### src/rtl/cmac_fmt_pkg.sv
package cmac_fmt_pkg;

    localparam int DEF_BLK_BYTES = 16;
    localparam logic [7:0] DEF_RB = 8'h87;
    localparam logic [7:0] DEF_PAD = 8'h80;

    typedef enum logic {
        MASK_FULL = 1'b0,
        MASK_PART = 1'b1
    } mask_sel_e;

endpackage

### src/rtl/cmac_subkey_gen.sv
module cmac_subkey_gen
    import cmac_fmt_pkg::*;
#(
    parameter int         BLK_BYTES = DEF_BLK_BYTES,
    parameter logic [7:0] RB        = DEF_RB
) (
    input  logic                   clk,
    input  logic                   rst_n,
    input  logic                   load,
    input  logic [BLK_BYTES*8-1:0] l_in,
    output logic [BLK_BYTES*8-1:0] k1,
    output logic [BLK_BYTES*8-1:0] k2
);
    localparam int W = BLK_BYTES * 8;

    typedef struct packed {
        logic [W-1:0] k1;
        logic [W-1:0] k2;
    } keys_t;

    keys_t keys_d, keys_q;

    // Doubling in GF(2^W): shift left, fold the carry back through RB.
    function automatic logic [W-1:0] gf_double(input logic [W-1:0] v);
        logic [W-1:0] r;
        r = {v[W-2:0], 1'b0};
        if (v[W-1]) begin
            r[7:0] = r[7:0] ^ RB;
        end
        return r;
    endfunction

    always_comb begin
        keys_d = keys_q;
        if (load) begin
            keys_d.k1 = gf_double(l_in);
            keys_d.k2 = gf_double(keys_d.k1);
        end
    end

    always_ff @(posedge clk or negedge rst_n) begin
        if (!rst_n) begin
            keys_q <= '0;
        end else begin
            keys_q <= keys_d;
        end
    end

    assign k1 = keys_q.k1;
    assign k2 = keys_q.k2;

    p_k1_from_l_r2: assert property (@(posedge clk) disable iff (!rst_n)
        load |=> keys_q.k1 == gf_double($past(l_in)));

    p_k2_from_k1_r3: assert property (@(posedge clk) disable iff (!rst_n)
        load |=> keys_q.k2 == gf_double(keys_q.k1));

    p_keys_hold_r4: assert property (@(posedge clk) disable iff (!rst_n)
        !load |=> $stable(keys_q));

endmodule

### src/rtl/cmac_last_fmt.sv
module cmac_last_fmt
    import cmac_fmt_pkg::*;
#(
    parameter int         BLK_BYTES = DEF_BLK_BYTES,
    parameter int         CNT_W     = 5,
    parameter logic [7:0] PAD       = DEF_PAD
) (
    input  logic [BLK_BYTES*8-1:0] chain,
    input  logic                   no_chain,
    input  logic [BLK_BYTES*8-1:0] data,
    input  logic [CNT_W-1:0]       cnt,
    input  logic [BLK_BYTES*8-1:0] k1,
    input  logic [BLK_BYTES*8-1:0] k2,
    output logic [BLK_BYTES*8-1:0] blk
);
    localparam int W = BLK_BYTES * 8;
    localparam logic [CNT_W-1:0] FULL_CNT = CNT_W'(BLK_BYTES);

    logic [CNT_W-1:0]     cnt_eff;
    logic [BLK_BYTES-1:0] keep_vec;
    logic [BLK_BYTES-1:0] pad_vec;
    logic [W-1:0]         mixed;
    mask_sel_e            sel;

    // Counts beyond a block saturate to a full block.
    always_comb begin
        cnt_eff = (cnt > FULL_CNT) ? FULL_CNT : cnt;
        sel     = (cnt_eff == FULL_CNT) ? MASK_FULL : MASK_PART;
    end

    for (genvar b = 0; b < BLK_BYTES; b++) begin : g_byte
        localparam int HI = W - 1 - 8 * b;
        logic [7:0] c_b;
        logic [7:0] d_b;
        logic [7:0] p_b;
        always_comb begin
            keep_vec[b] = CNT_W'(b) < cnt_eff;
            pad_vec[b]  = CNT_W'(b) == cnt_eff;
            c_b = no_chain    ? 8'h00 : chain[HI -: 8];
            d_b = keep_vec[b] ? data[HI -: 8] : 8'h00;
            p_b = pad_vec[b]  ? PAD : 8'h00;
            mixed[HI -: 8] = c_b ^ d_b ^ p_b;
        end
    end

    always_comb begin
        blk = mixed ^ ((sel == MASK_FULL) ? k1 : k2);
    end

    // at most one marker byte, none for a full block.
    always_comb begin
        a_pad_single_r6: assert ($onehot0(pad_vec));
        a_full_no_pad_r5: assert (sel != MASK_FULL || pad_vec == '0);
    end

endmodule

### src/rtl/cmac_tail_fmt.sv
module cmac_tail_fmt
    import cmac_fmt_pkg::*;
#(
    parameter int BLK_BYTES = DEF_BLK_BYTES,
    parameter int CNT_W     = 5
) (
    input  logic                   clk,
    input  logic                   rst_n,
    input  logic                   l_load,
    input  logic [BLK_BYTES*8-1:0] l_in,
    input  logic                   fmt_req,
    input  logic                   no_chain,
    input  logic [BLK_BYTES*8-1:0] chain_in,
    input  logic [BLK_BYTES*8-1:0] last_in,
    input  logic [CNT_W-1:0]       last_cnt,
    output logic [BLK_BYTES*8-1:0] blk_out,
    output logic                   blk_valid
);
    localparam int W = BLK_BYTES * 8;

    typedef struct packed {
        logic         valid;
        logic [W-1:0] blk;
    } out_t;

    logic [W-1:0] k1_w, k2_w, fmt_w;
    out_t out_d, out_q;

    cmac_subkey_gen #(
        .BLK_BYTES(BLK_BYTES),
        .RB       (DEF_RB)
    ) u_keys (
        .clk  (clk),
        .rst_n(rst_n),
        .load (l_load),
        .l_in (l_in),
        .k1   (k1_w),
        .k2   (k2_w)
    );

    cmac_last_fmt #(
        .BLK_BYTES(BLK_BYTES),
        .CNT_W    (CNT_W),
        .PAD      (DEF_PAD)
    ) u_fmt (
        .chain   (chain_in),
        .no_chain(no_chain),
        .data    (last_in),
        .cnt     (last_cnt),
        .k1      (k1_w),
        .k2      (k2_w),
        .blk     (fmt_w)
    );

    always_comb begin
        out_d       = out_q;
        out_d.valid = fmt_req;
        if (fmt_req) begin
            out_d.blk = fmt_w;
        end
    end

    always_ff @(posedge clk or negedge rst_n) begin
        if (!rst_n) begin
            out_q <= '0;
        end else begin
            out_q <= out_d;
        end
    end

    assign blk_out   = out_q.blk;
    assign blk_valid = out_q.valid;

    p_valid_after_req_r9: assert property (@(posedge clk) disable iff (!rst_n)
        fmt_req |=> blk_valid);

    p_no_spurious_valid_r9: assert property (@(posedge clk) disable iff (!rst_n)
        !fmt_req |=> !blk_valid);

    p_out_hold_r9: assert property (@(posedge clk) disable iff (!rst_n)
        !fmt_req |=> $stable(blk_out));

endmodule

### config.mk
export PLATFORM = sky130hd
export DESIGN_NAME = cmac_tail_fmt
export DESIGN_NICKNAME = d
export VERILOG_FILES = /design/src/rtl/cmac_fmt_pkg.sv /design/src/rtl/cmac_subkey_gen.sv /design/src/rtl/cmac_last_fmt.sv /design/src/rtl/cmac_tail_fmt.sv
export SDC_FILE = /design/constraint.sdc
export NUM_CORES = 1
export LEC_CHECK = 0
export BUFFER_PORTS_ARGS = -buffer_cell sky130_fd_sc_hd__buf_2
export CORE_MARGIN = 4
export CORE_UTILIZATION = 40
export DETAILED_ROUTE_END_ITERATION = 16
export GPL_ROUTABILITY_DRIVEN = 0
export GPL_TIMING_DRIVEN = 0
export PLACE_DENSITY = 0.75
export SLEW_MARGIN = 20
export SYNTH_ARGS = -nofsm -noshare
export SYNTH_HDL_FRONTEND = slang
export SYNTH_HIERARCHICAL = 1
export SYNTH_SLANG_ARGS = --single-unit
### constraint.sdc
create_clock -name clk -period 2.57 [get_ports clk]
set_input_delay 0.1285 -clock clk [delete_from_list [all_inputs] [get_ports clk]]
set_output_delay 0.1285 -clock clk [all_outputs]
set_load 0.005 [all_outputs]
=== After elaboration in Yosys (flattened, before gate mapping) ===
Index checks and enable logic that the tools add are counted.

* Bitwise operators: 35
* Mux-type cells: 53
* Magnitude comparators: 17
* Reductions and logical operators: 1
* Divide/modulo/power cells: 0
* Shift operators: 0
* Add/sub/neg operators: 0
* Equality and inequality tests: 16
* Multiply operators: 0

{| class="wikitable"
|+ Operators with widths
! cell !! number
|-
| 2-to-1 mux 8 bit || 51
|-
| bitwise XOR 8 bit || 32
|-
| 2-to-1 mux 128 bit || 1
|-
| bitwise XOR 128 bit || 1
|-
| == test 4 x 5 -> 1 bit (first input constant) || 8
|-
| < comparator 4 x 5 -> 1 bit (first input constant) || 8
|-
| == test 3 x 5 -> 1 bit (first input constant) || 4
|-
| < comparator 3 x 5 -> 1 bit (first input constant) || 4
|-
| == test 2 x 5 -> 1 bit (first input constant) || 2
|-
| < comparator 1 x 5 -> 1 bit (first input constant) || 2
|-
| < comparator 2 x 5 -> 1 bit (first input constant) || 2
|-
| inverter 4 bit || 2
|-
| == test 1 x 5 -> 1 bit (first input constant) || 1
|-
| == test 5 bit (second input constant) || 1
|-
| greater-than comparator 5 bit (second input constant) || 1
|-
| logical NOT 5 bit || 1
|-
| 2-to-1 mux 5 bit || 1
|}

* ROM bits: 0
* Logic and storage cells: 126
* Bits of input ports: 394
* RAM bits: 0
* Flip-flop bits (word level): 385
* Output and inout bits: 129
* Memories: 0
* Bits in latches: 0

=== Longest topological paths before layout ===
* Depth after elaboration: 7
* Mapped depth: 8
* Mapped depth without buffers: 5

=== By module ===
Netlist, hierarchy kept.

{| class="wikitable"
|+ Modules (own cells, without submodules)
! module !! area an instance (um^2) !! instances !! sequential area each (um^2) !! cells an instance
|-
| cmac_subkey_gen || 5861.9 || 1 || 3278.1 || 414
|-
| cmac_last_fmt || 5318.9 || 1 || 0.0 || 746
|-
| cmac_tail_fmt || 4847.1 || 1 || 3228.1 || 271
|}

=== Worst setup path before layout ===
No wires, ideal clock.

* Path type: input to register
* Start: input last_cnt[2]
* End: register out_q (netlist bit blk_out[119])
* Arrival: 1.467 ns
* Stages on the path: 7
* Buffers on the path: 2
* Library setup time: 0.125 ns
* Required time: 2.445 ns
* Slack: 0.978 ns
* Cell sequence: buf_6 -> or3_4 -> or2_1 -> buf_6 -> mux2i_1 -> xnor2_1 -> mux2_2

* Word-level cells in the longest chain between the ends: 7
* Elaborated cells on any way between the ends: 11
* Classes of those cells: order compare: 2; eq/ne: 2; mux: 4; bitwise: 3

{| class="wikitable"
|+ Ends and longest elaborated chain
! what !! RTL line !! RTL
|-
| from (decl) || cmac_tail_fmt.sv:15 || <nowiki>input logic [CNT_W-1:0] last_cnt,</nowiki>
|-
| greater-than comparator 5 bit || cmac_last_fmt.sv:27 || <nowiki>cnt_eff = (cnt > FULL_CNT) ? FULL_CNT : cnt;</nowiki>
|-
| 2-to-1 mux 5 bit * || cmac_last_fmt.sv:27 ||
|-
| < comparator 1 x 5 -> 1 bit || cmac_last_fmt.sv:37 || <nowiki>keep_vec[b] = CNT_W'(b) < cnt_eff;</nowiki>
|-
| 2-to-1 mux 8 bit || cmac_last_fmt.sv:40 || <nowiki>d_b = keep_vec[b] ? data[HI -: 8] : 8'h00;</nowiki>
|-
| bitwise XOR 8 bit (2 in a row) || cmac_last_fmt.sv:42 || <nowiki>mixed[HI -: 8] = c_b ^ d_b ^ p_b;</nowiki>
|-
| bitwise XOR 128 bit * || cmac_last_fmt.sv:47 || <nowiki>blk = mixed ^ ((sel == MASK_FULL) ? k1 : k2);</nowiki>
|-
| named net fmt_w[119] || cmac_tail_fmt.sv:26 || <nowiki>logic [W-1:0] k1_w, k2_w, fmt_w;</nowiki>
|-
| to (signal assigned) || cmac_tail_fmt.sv:67 || <nowiki>out_q <= out_d;</nowiki>
|-
| to (decl) || cmac_tail_fmt.sv:27 || <nowiki>out_t out_d, out_q;</nowiki>
|}

Mark *: on every way through the listed nets, which the timed path passes. The rest lies on a longest branch.
A chain may end at the register's enable or synchronous reset.

=== Worst setup path in the final report ===
* Start: input last_cnt[0]
* End: register out_q (netlist bit blk_out[28])

* Word-level cells in the longest chain between the ends: 7
* Elaborated cells on any way between the ends: 9
* Classes of those cells: order compare: 2; eq/ne: 1; mux: 3; bitwise: 3

{| class="wikitable"
|+ Ends and longest elaborated chain
! what !! RTL line
|-
| greater-than comparator 5 bit || cmac_last_fmt.sv:27
|-
| 2-to-1 mux 5 bit * || cmac_last_fmt.sv:27
|-
| < comparator 4 x 5 -> 1 bit || cmac_last_fmt.sv:37
|-
| 2-to-1 mux 8 bit || cmac_last_fmt.sv:40
|-
| bitwise XOR 8 bit (2 in a row) || cmac_last_fmt.sv:42
|-
| bitwise XOR 128 bit * || cmac_last_fmt.sv:47
|-
| named net fmt_w[28] || cmac_tail_fmt.sv:26
|}

Marks and branches as above.

==> flow_summary.json <==
{
  "antenna_found_initial": 10,
  "htreeDepth": 1,
  "dp_slack_ns": -0.0904,
  "firstDrtPassIters": 5,
  "max_freq_mhz": 458,
  "critPathSlowestCell": "o21bai_1",
  "outcome": "finished, final reports clean",
  "powerDensity_nw_per_um2": 618,
  "synth-edff-count": 0,
  "synth_area_leaders": "dfrtp_1, mux2_2, xnor2_1",
  "cts_tree": "yes",
  "crit_type": "in2reg",
  "fill_cells": 3230,
  "grt_pass1_vias": 14900,
  "routed_wl_microns": 60300,
  "whs_path_depth": 4,
  "dpl.hpwl_microns": 43300,
  "layout_min_cycle_time_ns": 2.18,
  "synth_area_sq_um": 16000,
  "rsz0062_at_grt": "no",
  "yosys_warnings": 6,
  "yosysTopAreaCell": "dfrtp_1",
  "avgSynthCellArea_sq_um": 11.2,
  "grt_pass1_wl_microns": 89500,
  "cp.arrival_ns": 2.63,
  "grt_max_degree": 96,
  "wl_per_cell_microns": 21.9,
  "core_sq_um": 39600,
  "vias": 13400,
  "syn-instance-count": 1431,
  "crit_fanout": 10,
  "yosysMostFrequentCell": "dfrtp_1",
  "fp-row-count": 73,
  "die_x_microns": 208,
  "finalSetupViolCount": 0,
  "numClockSinks": 260,
  "syn_to_final_growth_pct": 40.1,
  "post-route-drc-count": 0,
  "drv_cap": 0,
  "cpPeakStageDelay_ns": 0.85,
  "path_clk_slew_ns": 0.06,
  "finalSetupTns_ns": 0,
  "finalMaxSlewViolations": 0,
  "io_buffers": 516,
  "clk_latency_ns": 0.56,
  "crit_chain": "buf_2 > clkbuf_1 > nor2_1 > o21bai_1 > nand2_1 > xnor2_1 > mux2_2",
  "ioPinCount": 523,
  "setup.worst_path.start_class": "input port",
  "hold_violations": 0,
  "drt-initial-drc-count": 634,
  "nets": 2589,
  "worst_slack_ns": 0.386,
  "numCtsBuffers": 30,
  "postCtsResizedCells": 0,
  "required_ns": 3.01,
  "ys_types": 32,
  "clockRootBuffer": "clkbuf_16",
  "multi_input_area_sq_um": 8100,
  "tightest_slew_ns": 1.20,
  "drive_above_1_share_pct": 44.9,
  "synth-async-reset-ratio_pct": 100,
  "p_total_mw": 13.9,
  "critPathCaptureType": "register",
  "start_util_pct": 40.4,
  "cts_buffer_depth": 3,
  "die-area_sq_um": 43300,
  "synth_flop_cell": "dfrtp_1",
  "drt.antenna.violating_nets": 0,
  "reg2reg_depth": 5,
  "synth_top_area_share_pct": 40.6,
  "hp-class": "in2reg",
  "grt_usage_pct": 26.8,
  "viasPerCell": 4.87,
  "gr-total-overflow": 0,
  "max-slew-margin-rel_pct": 20.3,
  "p_leak_nw": 10.4,
  "seq_area_sq_um": 6510,
  "dieHeight_microns": 208,
  "synth_nets": 1825,
  "fin_skew_ns": 0.00937,
  "synthTopCellsByCount": "dfrtp_1, xnor2_1, mux2_2",
  "ir_worst_vdd_uv": 568,
  "fin_util_pct": 56.7,
  "ys_ff_latch": 260,
  "period_share_pct": 85.0,
  "yosysSeqAreaShare_pct": 40.6
}
## placed cells by master, fill, tap and decap left out, types with 3 or more instances in the layout
cell type	n
clkbuf_1	31
buf_4	125
a21oi_1	15
nand2b_1	22
clkbuf_8	19
nor2_1	19
nand2_1	125
diode_2	6
xor2_1	14
xnor2_1	255
nor2b_1	113
dfrtp_1	260
o21ai_0	19
a22oi_1	3
mux2_2	253
mux2i_1	114
dlygate4sd3_1	214
buf_2	544
a21o_1	3
nor3_1	4
clkbuf_16	31
buf_6	13
## kinds of logic after synthesis
group,share of synthesized area (%)
buffers and inverters,8.90
AOI/OAI and AO/OA,1.65
and+or+nand+nor,9.02
muxes,25.0
xor gates and xnor gates,14.8
DFF,40.6
## power breakdown
part | total, mW | leakage [nW] | switching (mW) | internal, mW
clock | 4.22 | 0.480 | 1.72 | 2.51
sequential | 5.39 | 3.04 | 0.508 | 4.88
combinational | 4.26 | 6.89 | 1.83 | 2.44
total | 13.9 | 10.4 | 4.05 | 9.82
## final cells by class
| cell class | instances | share of cell area (%) |
|---|---|---|
| diodes | 6 | 0.0668 |
| repair buffers | 732 | 21.3 |
| well taps | 525 | 2.92 |
| plain buffers | 198 | 6.35 |
| clock inverters | 2 | 0.0446 |
| clock buffers | 51 | 4.28 |
| flip-flops and latches | 260 | 29.0 |
| multi-input cells | 973 | 36.0 |
## critical path, delay by kind of cell
family          cells  cell delay (ns)
buf+inv             2             0.79
simple gates        2             0.39
compound gates      1             0.85
mux                 1             0.26
xor+xnor            1             0.20
## path summary, 6_finish.rpt
check	startpoint	end	slack [ns]
min	last_in[46]	blk_out[46]$_DFFE_PN0P_	0.03
max reg2reg	u_keys/k1[25]$_DFFE_PN0P_	blk_out[26]$_DFFE_PN0P_	1.05
max in group asynchronous	rst_n	blk_out[20]$_DFFE_PN0P_	1.46
min reg2reg	blk_out[11]$_DFFE_PN0P_	blk_out[11]$_DFFE_PN0P_	0.50
max	last_cnt[0]	blk_out[28]$_DFFE_PN0P_	0.39
min in group asynchronous	rst_n	blk_out[95]$_DFFE_PN0P_	0.14
## registers in the layout, summed over array words and instances (netlist names)
signal / flops
blk_out: 128
u_keys/k1: 127
u_keys/k2: 4
blk_valid: 1
## routing by layer
metal,wire length (microns),track usage [%],part of all wire [%]
met3,3910,6.21,6.5
met5,52,0,0.086
met2,30200,47.9,50
met1,24000,32.1,40
met4,2070,8.40,3.4
## per-stage QoR
step	cell area [sq um]	hold slack [ns]	instances
after floorplan	16000	-0.167	1431
after detailed placement	19300	0.159	2474
after CTS	22400	0.00104	2741
final	22500	0.0315	2747
after global placement	19300	0.301	2472
after global routing	22500	0.0115	2745
## what timing repair did
item,4_1_cts,5_1_grt
hold buffers,214,0
endpoints found under the hold margin,290,0
setup buffers,0,0
No activity file was read; power rests on OpenSTA's default activity.
